### src/rtl/rx_word_queue_pkg.sv
// Shared types for the receive word queue.
// Assumes a nine-bit maximum word; narrower words are zero-extended by the source.
package rx_word_queue_pkg;

    localparam int unsigned WORD_W = 9;

    // One stored character with its error tags
    typedef struct packed {
        logic              perr;
        logic              ferr;
        logic [WORD_W-1:0] data;
    } rxq_entry_t;

    // Interrupt threshold modes
    typedef enum logic [1:0] {
        IRQ_EACH_A  = 2'b00,
        IRQ_EACH_B  = 2'b01,
        IRQ_AT_MID  = 2'b10,
        IRQ_AT_FULL = 2'b11
    } irq_mode_e;

endpackage

### src/rtl/rxq_holding.sv
// Holding stage between the deserializer and the store.
// It acts as the fifth buffer slot and owns the sticky overrun flag.
// Assumes fifo_full is the registered full level of the store.
module rxq_holding
    import rx_word_queue_pkg::*;
(
    input  logic       clk,
    input  logic       rst_n,
    input  logic       word_stb,
    input  rxq_entry_t word_in,
    input  logic       fifo_full,
    input  logic       ovr_clr,
    output logic       pend_vld,
    output rxq_entry_t pend_word,
    output logic       xfer,
    output logic       ovr
);

    logic accept;
    logic overrun_hit;

    // Move the held word when the store has room and reception is live
    assign xfer        = pend_vld && !fifo_full && !ovr;
    // Take a new word when the stage is empty or emptying this cycle
    assign accept      = word_stb && !ovr && (!pend_vld || xfer);
    // A new word with nowhere to go is an overrun
    assign overrun_hit = word_stb && !ovr && pend_vld && !xfer;

    // Holding register and overrun flag update
    always_ff @(posedge clk) begin
        if (!rst_n) begin
            pend_vld  <= 1'b0;
            pend_word <= '0;
            ovr       <= 1'b0;
        end else if (ovr) begin
            if (ovr_clr) begin
                ovr      <= 1'b0;
                pend_vld <= 1'b0;
            end
        end else if (accept) begin
            pend_vld  <= 1'b1;
            pend_word <= word_in;
        end else if (overrun_hit) begin
            ovr <= 1'b1;
        end else if (xfer) begin
            pend_vld <= 1'b0;
        end
    end

endmodule

### src/rtl/rxq_store.sv
// Circular store of DEPTH entries with an output that holds the last popped word.
// Assumes push is never asserted while full; it is cleared only by reset.
module rxq_store
    import rx_word_queue_pkg::*;
#(
    parameter int unsigned DEPTH = 4
) (
    input  logic                           clk,
    input  logic                           rst_n,
    input  logic                           push,
    input  rxq_entry_t                     push_word,
    input  logic                           pop_req,
    output rxq_entry_t                     head_word,
    output logic [$clog2(DEPTH+1)-1:0]     count,
    output logic                           avail,
    output logic                           full,
    output logic                           pop
);

    localparam int unsigned PTR_W = (DEPTH > 1) ? $clog2(DEPTH) : 1;
    localparam int unsigned CNT_W = $clog2(DEPTH + 1);

    logic [PTR_W-1:0] wr_ptr;
    logic [PTR_W-1:0] rd_ptr;
    rxq_entry_t       last_q;
    rxq_entry_t       mem [DEPTH];

    assign avail = (count != '0);
    assign full  = (count == CNT_W'(DEPTH));
    assign pop   = pop_req && avail;

    // One register per slot, written when the write pointer selects it
    for (genvar s = 0; s < DEPTH; s++) begin : g_slot
        rxq_entry_t slot_q;
        always_ff @(posedge clk) begin
            if (!rst_n) begin
                slot_q <= '0;
            end else if (push && (wr_ptr == PTR_W'(s))) begin
                slot_q <= push_word;
            end
        end
        assign mem[s] = slot_q;
    end

    // Pointer, level and last-popped bookkeeping
    always_ff @(posedge clk) begin
        if (!rst_n) begin
            wr_ptr <= '0;
            rd_ptr <= '0;
            count  <= '0;
            last_q <= '0;
        end else begin
            if (push) begin
                wr_ptr <= (wr_ptr == PTR_W'(DEPTH - 1)) ? '0 : wr_ptr + 1'b1;
            end
            if (pop) begin
                rd_ptr <= (rd_ptr == PTR_W'(DEPTH - 1)) ? '0 : rd_ptr + 1'b1;
                last_q <= mem[rd_ptr];
            end
            case ({push, pop})
                2'b10:   count <= count + 1'b1;
                2'b01:   count <= count - 1'b1;
                default: count <= count;
            endcase
        end
    end

    // Head word when occupied, otherwise the word most recently popped
    always_comb begin
        head_word = avail ? mem[rd_ptr] : last_q;
    end

endmodule

### src/rtl/rxq_irq.sv
// Interrupt pulse generator judging each transfer against the selected threshold.
// Assumes count is the store level before the current edge.
module rxq_irq
    import rx_word_queue_pkg::*;
#(
    parameter int unsigned DEPTH = 4
) (
    input  logic                       clk,
    input  logic                       rst_n,
    input  logic                       xfer,
    input  logic                       pop,
    input  logic [$clog2(DEPTH+1)-1:0] count,
    input  logic [1:0]                 irq_sel,
    output logic                       irq
);

    localparam int unsigned CNT_W = $clog2(DEPTH + 1);

    irq_mode_e mode;
    logic      hit;

    assign mode = irq_mode_e'(irq_sel);

    // Decide whether this transfer meets the selected condition
    always_comb begin
        case (mode)
            IRQ_AT_MID:  hit = xfer && !pop && (count == CNT_W'(DEPTH - 2));
            IRQ_AT_FULL: hit = xfer && !pop && (count == CNT_W'(DEPTH - 1));
            default:     hit = xfer;
        endcase
    end

    // Register the decision as a one-cycle pulse
    always_ff @(posedge clk) begin
        if (!rst_n) begin
            irq <= 1'b0;
        end else begin
            irq <= hit;
        end
    end

endmodule

### src/rtl/rx_word_queue.sv
// Receive word queue: holding stage, DEPTH-entry store and threshold interrupt.
// Assumes wd_valid is a single-cycle strobe per completed character.
module rx_word_queue
    import rx_word_queue_pkg::*;
#(
    parameter int unsigned DEPTH = 4
) (
    input  logic              clk,
    input  logic              rst_n,
    input  logic              wd_valid,
    input  logic [WORD_W-1:0] wd_data,
    input  logic              wd_perr,
    input  logic              wd_ferr,
    input  logic              rd_en,
    output logic [WORD_W-1:0] rd_data,
    output logic              rd_perr,
    output logic              rd_ferr,
    output logic              avail,
    input  logic [1:0]        irq_sel,
    output logic              irq,
    output logic              ovr,
    input  logic              ovr_clr
);

    localparam int unsigned CNT_W = $clog2(DEPTH + 1);

    rxq_entry_t       word_in;
    rxq_entry_t       pend_word;
    rxq_entry_t       head_word;
    logic             pend_vld;
    logic             xfer;
    logic             full;
    logic             pop;
    logic [CNT_W-1:0] count;

    assign word_in = '{perr: wd_perr, ferr: wd_ferr, data: wd_data};

    rxq_holding u_hold (
        .clk       (clk),
        .rst_n     (rst_n),
        .word_stb  (wd_valid),
        .word_in   (word_in),
        .fifo_full (full),
        .ovr_clr   (ovr_clr),
        .pend_vld  (pend_vld),
        .pend_word (pend_word),
        .xfer      (xfer),
        .ovr       (ovr)
    );

    rxq_store #(.DEPTH(DEPTH)) u_store (
        .clk       (clk),
        .rst_n     (rst_n),
        .push      (xfer),
        .push_word (pend_word),
        .pop_req   (rd_en),
        .head_word (head_word),
        .count     (count),
        .avail     (avail),
        .full      (full),
        .pop       (pop)
    );

    rxq_irq #(.DEPTH(DEPTH)) u_irq (
        .clk     (clk),
        .rst_n   (rst_n),
        .xfer    (xfer),
        .pop     (pop),
        .count   (count),
        .irq_sel (irq_sel),
        .irq     (irq)
    );

    assign rd_data = head_word.data;
    assign rd_perr = head_word.perr;
    assign rd_ferr = head_word.ferr;

endmodule

### config.mk
export PLATFORM = sky130hd
export DESIGN_NAME = rx_word_queue
export DESIGN_NICKNAME = d
export VERILOG_FILES = /design/src/rtl/rx_word_queue_pkg.sv /design/src/rtl/rxq_holding.sv /design/src/rtl/rxq_store.sv /design/src/rtl/rxq_irq.sv /design/src/rtl/rx_word_queue.sv
export SDC_FILE = /design/constraint.sdc
export NUM_CORES = 1
export LEC_CHECK = 0
export BUFFER_PORTS_ARGS = -buffer_cell sky130_fd_sc_hd__buf_4
export CAP_MARGIN = 20
export CORE_ASPECT_RATIO = 0.9
export CORE_MARGIN = 5
export CORE_UTILIZATION = 34
export CTS_CLUSTER_DIAMETER = 50
export DETAILED_ROUTE_END_ITERATION = 16
export GPL_ROUTABILITY_DRIVEN = 0
export PLACE_DENSITY = 0.52
export SLEW_MARGIN = 25
export SYNTH_ARGS = -nofsm -noshare
export SYNTH_HDL_FRONTEND = slang
export SYNTH_SLANG_ARGS = --single-unit
### constraint.sdc
create_clock -name clk -period 5.7 [get_ports clk]
set_input_delay 0 -clock clk [delete_from_list [all_inputs] [get_ports clk]]
set_output_delay 0 -clock clk [all_outputs]
set_load 0.02 [all_outputs]
# Word level (Yosys, flattened, before mapping)
# Cells that the tools add are included.
dict set report totals {
  reg_bits 76
  out_inout_bits 14
  input_bits 18
}
dict set report op_classes {
  order_cmp 1
  n_mux 17
  eq_ne 13
  n_reduce_logical 26
  add_sub_neg 4
  bitwise_logic 2
}
# cell count
set ops {}
lappend ops {{$mux 11} 3}
lappend ops {{$bmux 11 s2} 1}
lappend ops {{$logic_and 1x1->1} 14}
lappend ops {{$eq 2x2->1 const B} 6}
lappend ops {{$mux 1} 9}
lappend ops {{$eq 3x2->1 const B} 2}
lappend ops {{$pmux 3 s2} 1}
lappend ops {{$reduce_bool 3->1} 2}
lappend ops {{$logic_not 1->1} 5}
lappend ops {{$add 2x1->2 const B} 2}
lappend ops {{$eq 2x1->1 const B} 2}
lappend ops {{$mux 2} 2}
lappend ops {{$add 3x1->3 const B} 1}
lappend ops {{$eq 3x3->1 const B} 1}
lappend ops {{$ge 3x3->1 const B} 1}
lappend ops {{$ne 3x1->1 const B} 1}
lappend ops {{$not 2->3} 1}
lappend ops {{$reduce_and 3->1} 1}
lappend ops {{$sub 3x1->3 const B} 1}
lappend ops {{$logic_not 2->1} 1}
lappend ops {{$ne 2x2->1 const B} 1}
lappend ops {{$pmux 1 s2} 1}
lappend ops {{$reduce_and 2->1} 1}
lappend ops {{$reduce_bool 2->1} 1}
lappend ops {{other kinds (2)} 2}

# Logic depth before layout (Yosys ltp)
dict set report logic_depth {
  depth_word 9
  mapped_depth 10
}

# Hierarchy
# A second synthesis with hierarchy kept.
dict set report unflattened {
  cells_unflattened 369
  area_unflattened_um2 3309.4
}
# module cells_per_inst area_per_inst_um2 n_inst seq_area_each_um2
set by_module_without_submodules {}
lappend by_module_without_submodules {rxq_store 304 2701.3 1 1241.2}
lappend by_module_without_submodules {rxq_holding 59 561.8 1 260.2}
lappend by_module_without_submodules {rxq_irq 6 46.3 1 20.0}

# Worst setup path after synthesis
# Ideal clock, no wire load.
dict set report synth_path {
  path_type {reg2reg}
  start {reg u_store.count[0]}
  end {reg u_store.count[2]}
  required_ns 5.630
  setup_slack_ns 3.433
  arrival_ns 2.197
  stages_incl_launch_ff 11
  period_less_slack_ns 2.267
  cell_sequence {dfxtp_1 -> buf_2 -> or3b_1 -> buf_6 -> nand2_1 -> ha_1 -> inv_1 -> fa_1 -> xor2_1 -> or3_1 -> a21oi_1}
}
dict set report synth_between {
  elab_chain_len 6
  word_cells_on_any_way 12
  classes_between {add/sub (2); eq/ne (3); mux (1); reduce/logical (6)}
}
# element line_no
set synth_lines {}
lappend synth_lines {{start, declared} rxq_store.sv:14} ;# output logic [$clog2(DEPTH+1)-1:0] count,
lappend synth_lines {{start signal, assigned} rxq_store.sv:61} ;# 2'b10: count <= count + 1'b1;
lappend synth_lines {{start signal, assigned} rxq_store.sv:62} ;# 2'b01: count <= count - 1'b1;
lappend synth_lines {{start signal, assigned} rxq_store.sv:63} ;# default: count <= count;
lappend synth_lines {{$eq 3x3->1} rxq_store.sv:29} ;# assign full = (count == CNT_W'(DEPTH));
lappend synth_lines {{$logic_not 1->1} rxq_holding.sv:23} ;# assign xfer = pend_vld && !fifo_full && !ovr;
lappend synth_lines {{$logic_and 1x1->1 (2 in a row)} rxq_holding.sv:23}
lappend synth_lines {{$eq 2x1->1 or $eq 2x2->1 (tied branches)} rxq_store.sv:60} ;# case ({push, pop})
lappend synth_lines {{$pmux 3 s2 or $reduce_bool 2->1 (tied branches)} -}
# Parallel ways exist; a longest one is shown, timed or not.
# A chain may end at the register's enable or synchronous reset.

# Worst setup path in the final report
# Same ends and word-level chain as after synthesis.

==> reports/results.ini <==
[synth]
synthArstFlopShare = 0
synth_edf_count = 0
ys_warn_count = 0
synth_compound_area_frac = 0.0429
synth_top_family_by_area = multiplexers
yosys.area_share.xor_xnor = 0.00757
syn-cell-area_sq_um = 3470
synthDistinctLibCells = 34
synthFlopType = dfxtp_1
synth_seq_cells = 76
synthSimpleGateAreaFrac = 0.156
avgSynthCellArea_sq_um = 10.4
yosysSeqAreaShare = 0.439
syn_inst = 335
synth_adder_area_share = 0.0310
synth_nets = 361
muxShareOfSynthArea = 0.266

[clock_tree]
tritoncts = done
cts_hold_buf = 14
cts_sinks = 76
htreeDepth = 3
clockBufferDepth = 2
cts_setup_buffers = 0
clk_latency_ns = 0.33
cts_resized = 0
clk_pin_slew_worst_paths_ns = 0.06
root_buffer = clkbuf_16
cts_made_buffers = 9

[drt]
ant_nets = 0
via_count = 2409
totalWireLength_um = 7300
maxUsedRoutingLayer = met4
wl_per_cell_um = 14.4
met2_length_um = 3230
route.detailed.drc = 0
first_pass_iters = 4
drtIter0Drc = 141
wl_met3_um = 254
wirelength_met1_um = 3710
viasPerCell = 4.77

[sta]
fin_ws_ns = 3.09
min_period_ns = 2.61
worst_pin_slew_ns = 0.967
finalSetupViolCount = 0
clock_skew_ns = 0.00690
rsz0062_at_grt = false
drv_slew = 0
slew_headroom = 0.351
hold_viol = 0
final.setup.tns_ns = 0
fmaxAchievable_ghz = 0.383
fin_hold_ws_ns = 0.0179
period_share = 0.459

[die]
die_area_sq_um = 12300
start_util = 0.343
row_count = 35
fp.dieW_um = 116
die-height_um = 106
core-area_sq_um = 10100
io_pins = 32

[global_route]
gr-total-overflow = 0
grt_usage = 0.125
grt_pass1_wl_um = 12100
grt_max_degree = 70
antenna_found_initial = 0
grt_pass1_vias = 2419

[critical_path]
crit_family = compound AO/OA/AOI/OAI gates
cp_max_fo = 16
cp.required_ns = 5.94
critPathCaptureType = register
startpoint_type = register
path_buf_inv = 2
critPathSlowestCell = o31ai_4
critical_path_class = register to register
path_cells = o31ai_4, inv_1, ha_1, inv_1, fa_1, xor2_1, or3_1, a21oi_1
worstPathArrival_ns = 2.86
crit_top_cell = inv_1
max_stage_delay_ns = 0.64

[power_and_ir_drop]
p_total_mw = 1.52
leakagePower_nw = 1.87
power.density_nw_per_um2 = 363
ir_worst_vdd_mv = 0.164

[finish]
antennaDiodeCount = 0
drive_gt1_frac = 0.202
multiInputGateArea_sq_um = 1750
fin_nets = 397
finish.instance_area_sq_um = 4190
post-route-util = 0.414
fill_cells = 981
fin_cells = 505
area_growth_pct = 20.8
register_area_sq_um = 1520

[placement]
hpwl_um = 4760
numPortBuffers = 31
dp_worst_setup_slack_ns = 3.08
place_area_sq_um = 3710
placed_cells = 475

[worst_hold_path]
min_path_type = primary input to register

[flow_run]
maxCapViolCount = 0

[status]
outcome = finished, final reports clean

==> kinds of logic after synthesis <==
| logic type | after synthesis |
|---|---|
| fa+ha+maj | 8 |
| xor+xnor | 3 |
| mux | 77 |
| buf+inv | 31 |
| simple gates | 115 |
| compound gates | 25 |
| flops | 76 |
==> path summary, 6_finish.rpt <==
kind / start / to / slack, ns / cells past startpoint
min: irq_sel[1] / u_irq.irq / 0.02 / 3
max reg2reg: u_store.count[0] / u_store.count[2] / 3.09 / 8
max: u_store.count[0] / u_store.count[2] / 3.09 / 8
min reg2reg: u_store.last_q[0] / u_store.last_q[0] / 0.45 / 2
==> cell type report <==
| type | count | share of cell area |
|---|---|---|
| Clock buffer | 10 | 0.0546 |
| Clock inverter | 6 | 0.0269 |
| Inverter | 10 | 0.00895 |
| Multi-Input combinational cell | 228 | 0.417 |
| Sequential cell | 76 | 0.363 |
| Tap cell | 129 | 0.0385 |
| Timing Repair Buffer | 46 | 0.0907 |
==> sequential cells by signal, summed over array words and instances (netlist names) <==
name,count
u_store.rd_ptr,2
u_store.wr_ptr,2
u_store.count,3
u_irq.irq,1
u_hold.pend_vld,1
u_store.g_slot.slot_q,44
u_hold.pend_word,11
u_store.last_q,11
u_hold.ovr,1
==> tightest hold or removal path, cell delays in order <==
cell    delay, ns
buf_4        0.09
nor3_1       0.04
o21a_1       0.17
==> power breakdown <==
| group | internal, mW | leakage (nW) | switching (mW) |
|---|---|---|---|
| registers | 0.556 | 0.616 | 0.0463 |
| clock network | 0.428 | 0.167 | 0.220 |
| logic | 0.122 | 1.09 | 0.150 |
| total | 1.11 | 1.87 | 0.416 |
==> layout by cell type, fill, tap and decap left out, drive strengths merged, types with 5 or more instances in the layout <==
cell type / instances
mux2i: 55
clkbuf: 10
dlygate4sd3: 14
nand3: 5
a21oi: 18
mux4: 11
nand2: 93
mux2: 11
ha: 7
inv: 9
buf: 32
dfxtp: 76
==> per-layer routing <==
metal / vias up / track usage
met5: - / 0
met4: 0 / 0.0365
met3: 9 / 0.0367
met2: 44 / 0.188
met1: 1146 / 0.174
li1: 1210 / -
==> synth_stat cells (2+ instances only) <==
library cell   n  area [sq um]
nand2_1       93           349
dfxtp_1       76          1520
mux2i_1       55           551
a21oi_1       18          90.1
mux2_2        11           124
mux4_2        11           248
clkbuf_1       9          33.8
inv_1          9          33.8
ha_1           7          87.6
buf_2          5          25.0
buf_12         4          80.1
nand3_4        4          70.1
o21ai_0        4          20.0
nor2_1         3          11.3
xor2_1         3          26.3
buf_4          2          15.0
nand2b_1       2          12.5
nor3_1         2          10.0
or3_1          2          12.5
No activity file was read; power rests on OpenSTA's default activity.
